**src/rtl/wdog_pkg.sv**
```systemverilog
package wdog_pkg;
  localparam int ADDR_CTRL  = 0;
  localparam int ADDR_MODE  = 1;
  localparam int ADDR_STAT  = 2;
  localparam int B_FIEN     = 12;
  localparam int B_RSTEN    = 13;
  localparam int B_RPROC    = 14;
  localparam int B_DIS      = 15;
  localparam int B_DBGH     = 28;
  localparam int B_IDLH     = 29;
  localparam int DELTA_LSB  = 16;
  localparam logic [31:0] MODE_RST  = 32'h3FFF2FFF;
  localparam logic [31:0] MODE_MASK = 32'h3FFFFFFF;
endpackage

```
**src/rtl/wdog_regs.sv**
```systemverilog
module wdog_regs
  import wdog_pkg::*;
#(
  parameter int ADDR_W = 2,
  parameter logic [7:0] KEY = 8'hA5
) (
  input  logic              clk,
  input  logic              rst,
  input  logic              bus_wr,
  input  logic [ADDR_W-1:0] bus_addr,
  input  logic [31:0]       bus_wdata,
  output logic [31:0]       mode_q,
  output logic              locked_q,
  output logic              mode_load,
  output logic              restart
);
  logic wr_mode, wr_ctrl;

  always_comb begin
    wr_mode   = bus_wr && (bus_addr == ADDR_W'(ADDR_MODE));
    wr_ctrl   = bus_wr && (bus_addr == ADDR_W'(ADDR_CTRL));
    mode_load = wr_mode && !locked_q;
    restart   = wr_ctrl && (bus_wdata[31:24] == KEY) && bus_wdata[0];
  end

  always_ff @(posedge clk) begin
    if (rst) begin
      mode_q   <= MODE_RST;
      locked_q <= 1'b0;
    end else if (mode_load) begin
      mode_q   <= bus_wdata & MODE_MASK;
      locked_q <= 1'b1;
    end
  end
endmodule

```
**src/rtl/wdog_counter.sv**
```systemverilog
module wdog_counter #(
  parameter int CNT_W = 12
) (
  input  logic             clk,
  input  logic             rst,
  input  logic             tick_en,
  input  logic             freeze,
  input  logic             disabled,
  input  logic [CNT_W-1:0] reload,
  input  logic [CNT_W-1:0] delta,
  input  logic             mode_load,
  input  logic [CNT_W-1:0] new_reload,
  input  logic             restart,
  output logic [CNT_W-1:0] cnt_q,
  output logic             uf_q,
  output logic             err_q
);
  logic run;
  assign run = !disabled && !freeze;

  always_ff @(posedge clk) begin
    if (rst) begin
      cnt_q <= '1;
      uf_q  <= 1'b0;
      err_q <= 1'b0;
    end else begin
      uf_q  <= 1'b0;
      err_q <= 1'b0;
      if (mode_load) begin
        cnt_q <= new_reload;
      end else if (restart && !disabled) begin
        if (cnt_q > delta) err_q <= 1'b1;
        else               cnt_q <= reload;
      end else if (tick_en && run) begin
        if (cnt_q == '0) begin
          uf_q  <= 1'b1;
          cnt_q <= reload;
        end else begin
          cnt_q <= cnt_q - 1'b1;
        end
      end
    end
  end
endmodule

```
**src/rtl/wdog_fault.sv**
```systemverilog
module wdog_fault (
  input  logic       clk,
  input  logic       rst,
  input  logic       uf,
  input  logic       err,
  input  logic       fien,
  input  logic       rsten,
  input  logic       rproc,
  input  logic       stat_rd,
  output logic [1:0] status_q,
  output logic       irq_q,
  output logic       sys_rst_q,
  output logic       cpu_rst_q
);
  logic fault;
  assign fault = uf | err;

  always_ff @(posedge clk) begin
    if (rst) begin
      status_q  <= '0;
      irq_q     <= 1'b0;
      sys_rst_q <= 1'b0;
      cpu_rst_q <= 1'b0;
    end else begin
      status_q  <= (stat_rd ? 2'b00 : status_q) | {err, uf};
      irq_q     <= (fault && fien) || (irq_q && !stat_rd);
      sys_rst_q <= fault && rsten && !rproc;
      cpu_rst_q <= fault && rsten && rproc;
    end
  end
endmodule

```
**src/rtl/wdog_window.sv**
```systemverilog
module wdog_window
  import wdog_pkg::*;
#(
  parameter int CNT_W = 12,
  parameter int ADDR_W = 2,
  parameter logic [7:0] KEY = 8'hA5
) (
  input  logic              clk,
  input  logic              rst,
  input  logic              bus_wr,
  input  logic              bus_rd,
  input  logic [ADDR_W-1:0] bus_addr,
  input  logic [31:0]       bus_wdata,
  output logic [31:0]       bus_rdata,
  input  logic              tick_en,
  input  logic              dbg_halt,
  input  logic              idle_halt,
  output logic              irq_o,
  output logic              sys_rst_o,
  output logic              cpu_rst_o
);
  logic [31:0]      mode_q;
  logic             mode_locked, mode_load, restart;
  logic [CNT_W-1:0] cnt;
  logic             uf, err, freeze, stat_rd;
  logic [1:0]       status;

  wdog_regs #(.ADDR_W(ADDR_W), .KEY(KEY)) u_regs (
    .clk(clk), .rst(rst), .bus_wr(bus_wr), .bus_addr(bus_addr),
    .bus_wdata(bus_wdata), .mode_q(mode_q), .locked_q(mode_locked),
    .mode_load(mode_load), .restart(restart)
  );

  assign freeze = (mode_q[B_DBGH] && dbg_halt) || (mode_q[B_IDLH] && idle_halt);

  wdog_counter #(.CNT_W(CNT_W)) u_cnt (
    .clk(clk), .rst(rst), .tick_en(tick_en), .freeze(freeze),
    .disabled(mode_q[B_DIS]), .reload(mode_q[CNT_W-1:0]),
    .delta(mode_q[DELTA_LSB +: CNT_W]), .mode_load(mode_load),
    .new_reload(bus_wdata[CNT_W-1:0]), .restart(restart),
    .cnt_q(cnt), .uf_q(uf), .err_q(err)
  );

  assign stat_rd = bus_rd && (bus_addr == ADDR_W'(ADDR_STAT));

  wdog_fault u_fault (
    .clk(clk), .rst(rst), .uf(uf), .err(err),
    .fien(mode_q[B_FIEN]), .rsten(mode_q[B_RSTEN]), .rproc(mode_q[B_RPROC]),
    .stat_rd(stat_rd), .status_q(status), .irq_q(irq_o),
    .sys_rst_q(sys_rst_o), .cpu_rst_q(cpu_rst_o)
  );

  always_ff @(posedge clk) begin
    if (rst) begin
      bus_rdata <= '0;
    end else if (bus_rd) begin
      case (bus_addr)
        ADDR_W'(ADDR_MODE): bus_rdata <= mode_q;
        ADDR_W'(ADDR_STAT): bus_rdata <= {30'b0, status};
        default:            bus_rdata <= '0;
      endcase
    end
  end
endmodule

```
**config.mk**
```make
export PLATFORM = sky130hd
export DESIGN_NAME = wdog_window
export DESIGN_NICKNAME = d
export VERILOG_FILES = /design/src/rtl/wdog_pkg.sv /design/src/rtl/wdog_regs.sv /design/src/rtl/wdog_counter.sv /design/src/rtl/wdog_fault.sv /design/src/rtl/wdog_window.sv
export SDC_FILE = /design/constraint.sdc
export NUM_CORES = 1
export LEC_CHECK = 0
export BUFFER_PORTS_ARGS = -buffer_cell sky130_fd_sc_hd__buf_2
export CAP_MARGIN = 0
export CORE_MARGIN = 4
export CORE_UTILIZATION = 40
export CTS_CLUSTER_SIZE = 14
export DETAILED_ROUTE_END_ITERATION = 10
export HOLD_SLACK_MARGIN = 0.08
export PLACE_DENSITY_LB_ADDON = 0.05
export SLEW_MARGIN = 20
export SYNTH_ARGS = -nofsm -noshare
export SYNTH_HDL_FRONTEND = slang
export SYNTH_SLANG_ARGS = --single-unit
```
**constraint.sdc**
```tcl
create_clock -name clk -period 3 [get_ports clk]
set_input_delay 0.3 -clock clk [delete_from_list [all_inputs] [get_ports clk]]
set_output_delay 0.3 -clock clk [all_outputs]
set_load 0.05 [all_outputs]
```
==> results of run 1 <==
==> layer usage <==
metal / up-vias / part of all wire (%)
met5: - / 0
met1: 1567 / 50
met2: 79 / 44
met4: 0 / 1.1
met3: 8 / 4.9
li1: 1696 / -
==> report_power, final <==
part,internal [mW],total [mW],leakage (nW),switching (mW)
combinational,0.119,0.327,1.19,0.208
clock,0.308,0.735,0.0862,0.427
sequential,1.10,1.13,0.653,0.0325
==> final timing paths <==
check | cells past startpoint | to
worst min register to register | 2 | u_fault.irq_q
worst max-delay path | 7 | u_cnt.cnt_q[8]
worst max register to register | 7 | u_cnt.cnt_q[8]
worst min-delay path | 2 | u_regs.mode_q[22]
==> critical path, delay by kind of cell, from the launching register on <==
| kind | cells | cell delay, ns |
|---|---|---|
| compound gates | 4 | 1.21 |
| fa+ha+maj | 1 | 0.31 |
| simple gates | 2 | 0.47 |
| flops | 1 | 0.50 |
==> kinds of logic after synthesis <==
kind of cell	Yosys count	synth area share [%]
AND/OR/NAND/NOR	191	26.45
AO/OA/AOI/OAI	99	17.23
flip-flops	80	42.58
buffers and inverters	48	5.322
adder cells (fa/ha/maj)	17	5.655
XOR/XNOR	8	1.863
multiplexers	3	0.7984
other	1	0.09970
==> synth_stat cells, drive strengths merged, types with 7 or more instances <==
cell type  count
nand2         50
ha            17
nand3         36
nor2          33
a211o         13
a32oi          7
buf           11
clkbuf        20
inv           17
nand3b        12
a21oi         50
o211ai        10
dfxtp         80
nand2b        30
==> per-stage QoR <==
stage                     power (mW)  worst slack [ns]  util (%)  area [sq um]  std cells
after global placement         1.485            0.6499     45.73          4205        608
after global routing           2.319            0.2214     47.67          4384        624
after detailed placement       1.487            0.4878     45.73          4205        608
final                          2.196            0.4415     47.67          4384        624
after CTS                      2.223            0.4482     47.67          4384        624
after floorplan                1.386            0.9283         -          3765        448
==> flip-flops by register name, summed over array words and instances, names as in the netlist <==
name and flops:
bus_rdata 30, u_regs.mode_q 30, u_cnt.cnt_q 12, u_fault.status_q 2, u_cnt.err_q 1, u_cnt.uf_q 1, u_fault.cpu_rst_q 1, u_fault.irq_q 1
u_fault.sys_rst_q 1, u_regs.locked_q 1
==> cell type report <==
| type | count | area [sq um] | area share, % |
|---|---|---|---|
| Multi-Input combinational cell | 320 | 1971 | 44.95 |
| Sequential cell | 80 | 1602 | 36.53 |
| Timing Repair Buffer | 80 | 430.4 | 9.817 |
| Tap cell | 111 | 138.9 | 3.168 |
| Clock buffer | 9 | 123.9 | 2.825 |
| Inverter | 17 | 63.81 | 1.455 |
| Clock inverter | 7 | 55.05 | 1.256 |
==> results.txt, run 1 <==
status: completed
post-synthesis async set-or-reset flop share: 0%
Post-Route Skew: 0.01013 ns
routing usage on met1: 27.51%
Max rail drop VDD: 0.2088 mV
post-synthesis cell count: 447
most frequent cells in the layout: 80 x dfxtp_1, 73 x buf_2, 50 x a21oi_1, 50 x nand2_1, 36 x nand3_1
CP max-delay cell: o311ai_1
clock tree root driver cell: clkbuf_8
CTS Buf Count: 9
Slew Viols, Final: 0
flop2flop setup slack: 0.44 ns
Post-synth EDFFs: 0
min Tclk post-route: 2.559 ns
critical path class: flip-flop to flip-flop
top cells by area, synth: dfxtp_1 43%, a21oi_1 6.7%, ha_1 5.7%
first-pass GRT wire length: 16,750 microns
GRT Util Overall: 18.90%
Most Used Layer, Global Route: met2
CP Capture Type: flip-flop
PortBufs: 73
1st-iter DRT viols: 157
P&R area growth vs syn: 16.57%
Yosys Warn Count: 0
vias per inst: 5.369
TritonCTS clock tree: yes
area leader, netlist: dfxtp_1
Initial DRT Pass Iterations: 4
fraction of layout cells with a size suffix above 1: 19.88%
clk slew on worst S/H paths: 0.09 ns
# H-tree levels: 3
Slew @ Worst Pin: 0.9598 ns
Worst Hold Slack: 0.1467 ns
syn_area_per_cell: 8.414 sq um
number of synthesized register bits: 80
number of global-route vias before repair: 3,156
Antenna Cells: 0
I/O pin cnt: 76
nets@finish: 566
PostCTS Resize Cnt: 0
FF-to-FF Start: u_cnt.cnt_q[7]
clock latency on the worst-skew pair: 0.35 ns
Worst Setup SP: u_cnt.cnt_q[7]
RSZ-0062 raised after global routing: false
average wire per cell in the routed design: 16.11 microns
number of max-cap violations: 0
Top FF cell, synth: dfxtp_1
Setup crit start kind: flip-flop
P_leak: 1.927 nW
Worst EP required: 3.28 ns
commonest non-fill, non-tap cell in the layout: dfxtp_1
met2 Use GR: 27.64%
power density over the cells: 500.9 nW/um^2
register area share after synthesis: 42.58%
Post-Syn Area: 3761 sq um
grt ovf: 0
largest net degree at the start of global routing: 54
Final Setup Violations: 0
post-CTS setup buffer count: 0
number of routed nets with antenna violations: 0
Synth cell types: 52
worst min path class: input port to flip-flop
CTS Sinks: 80
via count: 3,350
initial antenna violation count: 0
Min-Delay Startpoint: bus_wdata[22]
crit-path max FO: 9
CP peak stage delay: 0.65 ns
CP cell instances: ha_1 > a21oi_1 > o21a_1 > nor2_1 > o311ai_1 > nand2_1 > a32oi_1
Relative slew margins: 36.01%
die area: 11,020 sq um
DRC viols: 0
num rows: 35
worst path arrival time: 2.83 ns
DIE WIDTH: 105.0 microns
RePlAce Congestion: 0.8628
final hold vios: 0
effective utilization at floorplan: 40.90%
cts hold-fix bufs: 0
Setup TNS Final: 0 ns
routed wire length: 10,050 microns
met3 Resource Use GR: 4.880%
core area: 9196 sq um
maximum clock path buffer count: 2
fillcell total: 944
die height: 105.0 microns
FMAX: 390.9 MHz
Tcrit/Tclk final: 85.28%
post-synth top area share: 42.58%
DP HPWL: 7231 microns
Note: power is estimated with default switching activity, not from simulation.
==> run 2, diff against run 1 <==
--- a/config.mk
+++ b/config.mk
@@ -15,2 +15,3 @@
 export PLACE_DENSITY_LB_ADDON = 0.05
+export RECOVER_POWER = 50
 export SLEW_MARGIN = 20
==> constraint.sdc (replaced) <==
create_clock -name clk -period 3 [get_ports clk]
set_input_delay 0.6 -clock clk [delete_from_list [all_inputs] [get_ports clk]]
set_output_delay 0.6 -clock clk [all_outputs]
set_load 0.05 [all_outputs]
==> run 2 against run 1 <==
Against the previous run:
- the run now ends with capacitance limit, slew limit left
- sequential power about the same
- worst hold slack better by 0.29 ns
- setup slack got worse by 0.033 ns
- flip-flop and latch count did not move
- fmax fell by 1.3%
- combinational power about the same
- global-route usage shrank 0.15 points
- first-iteration DRC count grew 50%
- critical endpoint is now u_cnt.cnt_q[7]
==> results.txt, run 2 (synthesis gave the netlist of run 1 again) <==
status: finished with violations
failing checks: capacitance limit, slew limit
worst path arrival time: 2.86 ns
final non-filler cell total: 626
Placed Instance Area: 4220 sq um
Int Power: 1.699 mW
first-pass GRT wire length: 16,580 microns
DRC viols: 0
routing usage on met1: 26.58%
Setup crit start kind: flip-flop
Tcrit/Tclk final: 86.40%
Worst Setup SP: u_cnt.cnt_q[7]
Setup TNS Final: 0 ns
fraction of layout cells with a size suffix above 1: 15.73%
number of max-cap violations: 2
Antenna Cells: 0
RSZ-0062 raised after global routing: false
RePlAce Congestion: 0.9133
grt ovf: 0
core area: 9196 sq um
post-CTS setup buffer count: 0
number of global-route vias before repair: 3,208
Crit Reg-Reg Endpoint: u_cnt.cnt_q[7]
DP Cell Count: 610
FMAX: 385.8 MHz
num rows: 35
Post-Route Skew: 0.01187 ns
Most Used Layer, Global Route: met2
Reg area: 1602 sq um
min Tclk post-route: 2.592 ns
Final Cell Area: 4412 sq um
largest net degree at the start of global routing: 42
Relative slew margins: -17.56%
fillcell total: 976
Slew Viols, Final: 42
1st-iter DRT viols: 235
CP Capture Type: flip-flop
PostCTS Resize Cnt: 0
GRT Util Overall: 18.76%
DIE WIDTH: 105.0 microns
clock tree root driver cell: clkbuf_8
cts hold-fix bufs: 0
effective utilization at floorplan: 40.90%
Reg2Reg Depth: 7
P&R area growth vs syn: 17.30%
Gate power share: 13.7%
Max rail drop VDD: 0.2743 mV
switching part of the total: 28.34%
power density over the cells: 537.4 nW/um^2
P_leak: 1.867 nW
Slew @ Worst Pin: 1.763 ns
CTS Sinks: 80
Initial DRT Pass Iterations: 4
clk slew on worst S/H paths: 0.09 ns
clock latency on the worst-skew pair: 0.35 ns
critical path class: flip-flop to flip-flop
Multi-input gate area: 1971 sq um
vias per inst: 5.347
Worst EP required: 3.27 ns
clock share of power: 38.5%
TritonCTS clock tree: yes
die area: 11,020 sq um
FF-to-FF Start: u_cnt.cnt_q[7]
maximum clock path buffer count: 2
Net Sw Power: 0.6720 mW
met2 Use GR: 29.15%
routed wire length: 10,220 microns
number of routed nets with antenna violations: 0
final hold vios: 0
met3 Resource Use GR: 3.335%
fin util: 47.97%
commonest non-fill, non-tap cell in the layout: dfxtp_1
flop2flop setup slack: 0.41 ns
top flop regs: bus_rdata (30), u_regs.mode_q (30), u_cnt.cnt_q (12)
crit-path max FO: 9
# H-tree levels: 3
Worst setup endpoint: u_cnt.cnt_q[7]
sequential power share: 47.9%
nets@finish: 568
DP HPWL: 7390 microns
CTS Buf Count: 9
worst min path class: input port to flip-flop
die height: 105.0 microns
most frequent cells in the layout: 80 x dfxtp_1, 51 x buf_2, 50 x a21oi_1, 50 x nand2_1, 36 x nand3_1
average wire per cell in the routed design: 16.32 microns
PortBufs: 73
Final Setup Violations: 0
I/O pin cnt: 76
via count: 3,347
initial antenna violation count: 0
[run 2: cell types whose count changed in the layout (fill, tap and decap cells not counted), sizes merged]
cell / delta
clkinv: -2
bufinv: +2
buf: -22
clkinvlp: -1
clkbuf: +24
inv: +1
[run 2: worst min path at each step]
| stage | cells past startpoint | slack, ns | start | endpoint |
|---|---|---|---|---|
| CTS | 3 | 0.43 | bus_wdata[11] | u_regs.mode_q[11] |
| finish | 3 | 0.44 | bus_wdata[11] | u_regs.mode_q[11] |
| floorplan | 2 | 0.43 | u_regs.mode_q[10] | u_regs.mode_q[10] |
| global placement | 2 | 0.45 | u_fault.irq_q | u_fault.irq_q |
| global route | 2 | 0.44 | bus_wdata[22] | u_regs.mode_q[22] |
| detailed placement | 2 | 0.45 | u_fault.irq_q | u_fault.irq_q |
[run 2: per-layer routing]
| layer | share of wire (%) | vias up |
|---|---|---|
| met5 | 0 | - |
| met4 | 1.3 | 0 |
| met3 | 5.4 | 13 |
| met2 | 45 | 80 |
| met1 | 49 | 1563 |
| li1 | - | 1691 |
[run 2: stage by stage]
step	power (mW)	hold slack [ns]	setup WS (ns)
after floorplan	1.386	0.4315	0.8794
after global placement	1.482	0.4507	0.3032
after detailed placement	1.487	0.4523	0.2286
after CTS	2.396	0.4348	0.4174
after global routing	2.485	0.4414	0.1410
final	2.371	0.4384	0.4081
[run 2: power groups by stage]
stage               registers (mW)  clock network [mW]  logic (mW)
floorplan                     1.20                   0       0.189
global placement              1.16                   0       0.323
detailed placement            1.16                   0       0.327
CTS                           1.14               0.932       0.329
global route                  1.14               0.983       0.360
finish                        1.14               0.912       0.324
[run 2: cell type report]
cell class,instances,area share [%]
clock buffers,9,2.808
multi-input cells,320,44.67
inverters,17,1.446
well taps,111,3.148
clock inverters,7,2.297
flip-flops and latches,80,36.30
repair buffers,82,9.331
[run 2: worst max-delay path: stages (launching register included)]
cell and delay [ns]:
dfxtp_1 0.51, ha_1 0.31, a21oi_1 0.15, o21a_1 0.13, nor2_1 0.06, o311ai_1 0.63, nand2_1 0.42, a32oi_1 0.28
==> run 3, diff against run 2 <==
GPL_TIMING_DRIVEN = 0   (was not set)
SYNTH_HIERARCHICAL = 1   (was not set)
==> run 3 against run 2 <==
Against the previous run:
- the flow now finishes without violations
- fmax shrank 4.2%
- global-route usage increased by 1.0 points
- clock skew is 0.0043 ns lower
- cell count grew 12%
- setup slack lost 0.11 ns
- utilization rose by 1.7 points
- synthesized cell count rose by 7.2%
- power rose by 5.6%
==> results.txt, run 3 <==
Min-Delay Startpoint: bus_rdata[31]
CP Capture Type: flip-flop
I/O pin cnt: 76
post-synthesis cell count: 479
grt ovf: 0
final hold vios: 0
top cells by area, synth: dfxtp_1 39%, mux2i_1 9.1%, nor2_1 7.2%
power density over the cells: 506.7 nW/um^2
fillcell total: 1,025
FF-to-FF Start: u_cnt/cnt_q[8]
area leader, netlist: dfxtp_1
Max rail drop VDD: 0.2000 mV
routed wire length: 11,460 microns
maximum clock path buffer count: 2
1st-iter DRT viols: 202
DP Cell Count: 687
Tcrit/Tclk final: 90.21%
syn_area_per_cell: 8.690 sq um
die area: 12,100 sq um
Synth cell types: 52
largest net degree at the start of global routing: 15
CTS Buf Count: 9
Post-synth EDFFs: 0
post-CTS setup buffer count: 0
clock latency on the worst-skew pair: 0.35 ns
die height: 110.0 microns
Setup crit start kind: input port
CP max-delay cell: or4b_1
critical path class: input port to flip-flop
Worst Setup SP: bus_addr[0]
final non-filler cell total: 703
number of global-route vias before repair: 3,558
PortBufs: 74
Post-Route Skew: 0.007543 ns
DIE WIDTH: 110.0 microns
min Tclk post-route: 2.706 ns
Worst EP required: 3.29 ns
P_leak: 2.004 nW
post-synthesis async set-or-reset flop share: 0%
commonest non-fill, non-tap cell in the layout: dfxtp_1
Largest register FFs: 32
num rows: 36
most frequent cells in the layout: 82 x dfxtp_1, 80 x nor2_1, 79 x buf_2
status: completed
fin util: 49.64%
clk slew on worst S/H paths: 0.09 ns
CTS Sinks: 82
most numerous cell in the Yosys netlist: dfxtp_1
Yosys Warn Count: 6
Final Setup Violations: 0
average wire per cell in the routed design: 16.30 microns
number of routed nets with antenna violations: 0
effective utilization at floorplan: 41.82%
vias per inst: 5.137
PostCTS Resize Cnt: 0
worst min path class: flip-flop to flip-flop
largest register by flop count: bus_rdata
# H-tree levels: 3
P&R area growth vs syn: 18.70%
pre-CTS setup slack: -0.006331 ns
post-synth top area share: 39.43%
FMAX: 369.5 MHz
Top FF cell, synth: dfxtp_1
number of max-cap violations: 0
nets@finish: 622
via count: 3,611
Slew Viols, Final: 0
RSZ-0062 raised after global routing: false
register area share after synthesis: 39.43%
CP cell instances: clkbuf_1 > or4b_1 > nor3_2 > nor2_1 > o21bai_1 > and2_4 > buf_6 > mux2i_1
DP HPWL: 8878 microns
Synth top cells by count: 82 x dfxtp_1, 80 x nor2_1, 42 x a21oi_1, 40 x nand2b_1, 38 x mux2i_1
RePlAce Congestion: 0.8755
Antenna Cells: 0
fraction of layout cells with a size suffix above 1: 19.82%
number of synthesized register bits: 82
top flop regs: bus_rdata (32), u_regs/mode_q (30), u_cnt/cnt_q (12)
cts hold-fix bufs: 0
Worst Hold Slack: 0.4674 ns
core area: 9955 sq um
Initial DRT Pass Iterations: 4
crit-path max FO: 10
Post-Syn Area: 4163 sq um
initial antenna violation count: 0
PnR Total Power: 2.504 mW
Slew @ Worst Pin: 0.6465 ns
CP peak stage delay: 0.57 ns
setup ws final: 0.2936 ns
DRC viols: 0
first-pass GRT wire length: 18,490 microns
clock tree root driver cell: clkbuf_8
TritonCTS clock tree: yes
worst path arrival time: 2.99 ns
GRT Util Overall: 19.76%
Relative slew margins: 56.81%
## run 3: cell types whose count changed in the layout (fill, tap and decap cells not counted), sizes merged, moves of 10 or more
cell    before  now
nor2        33   80
nand2       50    4
mux2i        3   38
buf         58   86
a211oi       1   20
a211o       13    0
nand3b      12    0
nand2b      30   40
## run 3: metal layers
metal / GRT usage (%) / part of all wire (%) / vias up
met5: 0 / 0 / -
met4: 6.679 / 0.93 / 0
met3: 2.970 / 4.7 / 6
met2: 31.07 / 46 / 73
met1: 27.63 / 48 / 1692
li1: - / - / 1840
## run 3: area by class of cell
class / count / area, sq um / area share [%]
flip-flops and latches: 82 / 1642 / 33.22
multi-input cells: 340 / 2243 / 45.40
clock buffers: 10 / 137.6 / 2.786
inverters: 23 / 86.33 / 1.747
well taps: 133 / 166.4 / 3.368
plain buffers: 35 / 185.2 / 3.748
clock inverters: 6 / 112.6 / 2.279
repair buffers: 74 / 367.9 / 7.445
## run 3: cell families after synthesis
family                     after synthesis  share of synthesized area (%)
xor gates and xnor gates                 7                          1.473
buffers and inverters                   58                          6.612
adders and majority gates               16                          4.809
other                                    1                        0.09008
AOI/OAI and AO/OA                       91                          14.55
DFF                                     82                          39.43
and+or+nand+nor                        185                          23.62
muxes                                   39                          9.408
## run 3: power breakdown
part / internal [mW] / leakage, nW / switching (mW) / total (mW)
registers: 1.12 / 0.667 / 0.0324 / 1.16
logic: 0.126 / 1.21 / 0.216 / 0.342
clock network: 0.579 / 0.127 / 0.426 / 1.01
total: 1.83 / 2.00 / 0.675 / 2.50
## run 3: path summary, 6_finish.rpt
check / to / slack [ns] / cells after the start
worst min register to register: bus_rdata[31] / 0.47 / 2
worst max-delay path: u_cnt/cnt_q[7] / 0.29 / 8
worst min-delay path: bus_rdata[31] / 0.47 / 2
worst max register to register: u_cnt/cnt_q[11] / 0.61 / 8
## run 3: stage by stage
stage	TNS (ns)	instance area, sq um
after detailed placement	-0.009167	4703
final	0	4941
after CTS	0	4954
after global routing	0	4941
after floorplan	0	4167
after global placement	0	4703
## run 3: worst max-delay path, delay by kind of cell
| kind | cells | cell delay [ns] |
|---|---|---|
| AOI/OAI and AO/OA | 1 | 0.54 |
| buffers and inverters | 2 | 0.28 |
| muxes | 1 | 0.20 |
| and+or+nand+nor | 4 | 1.37 |
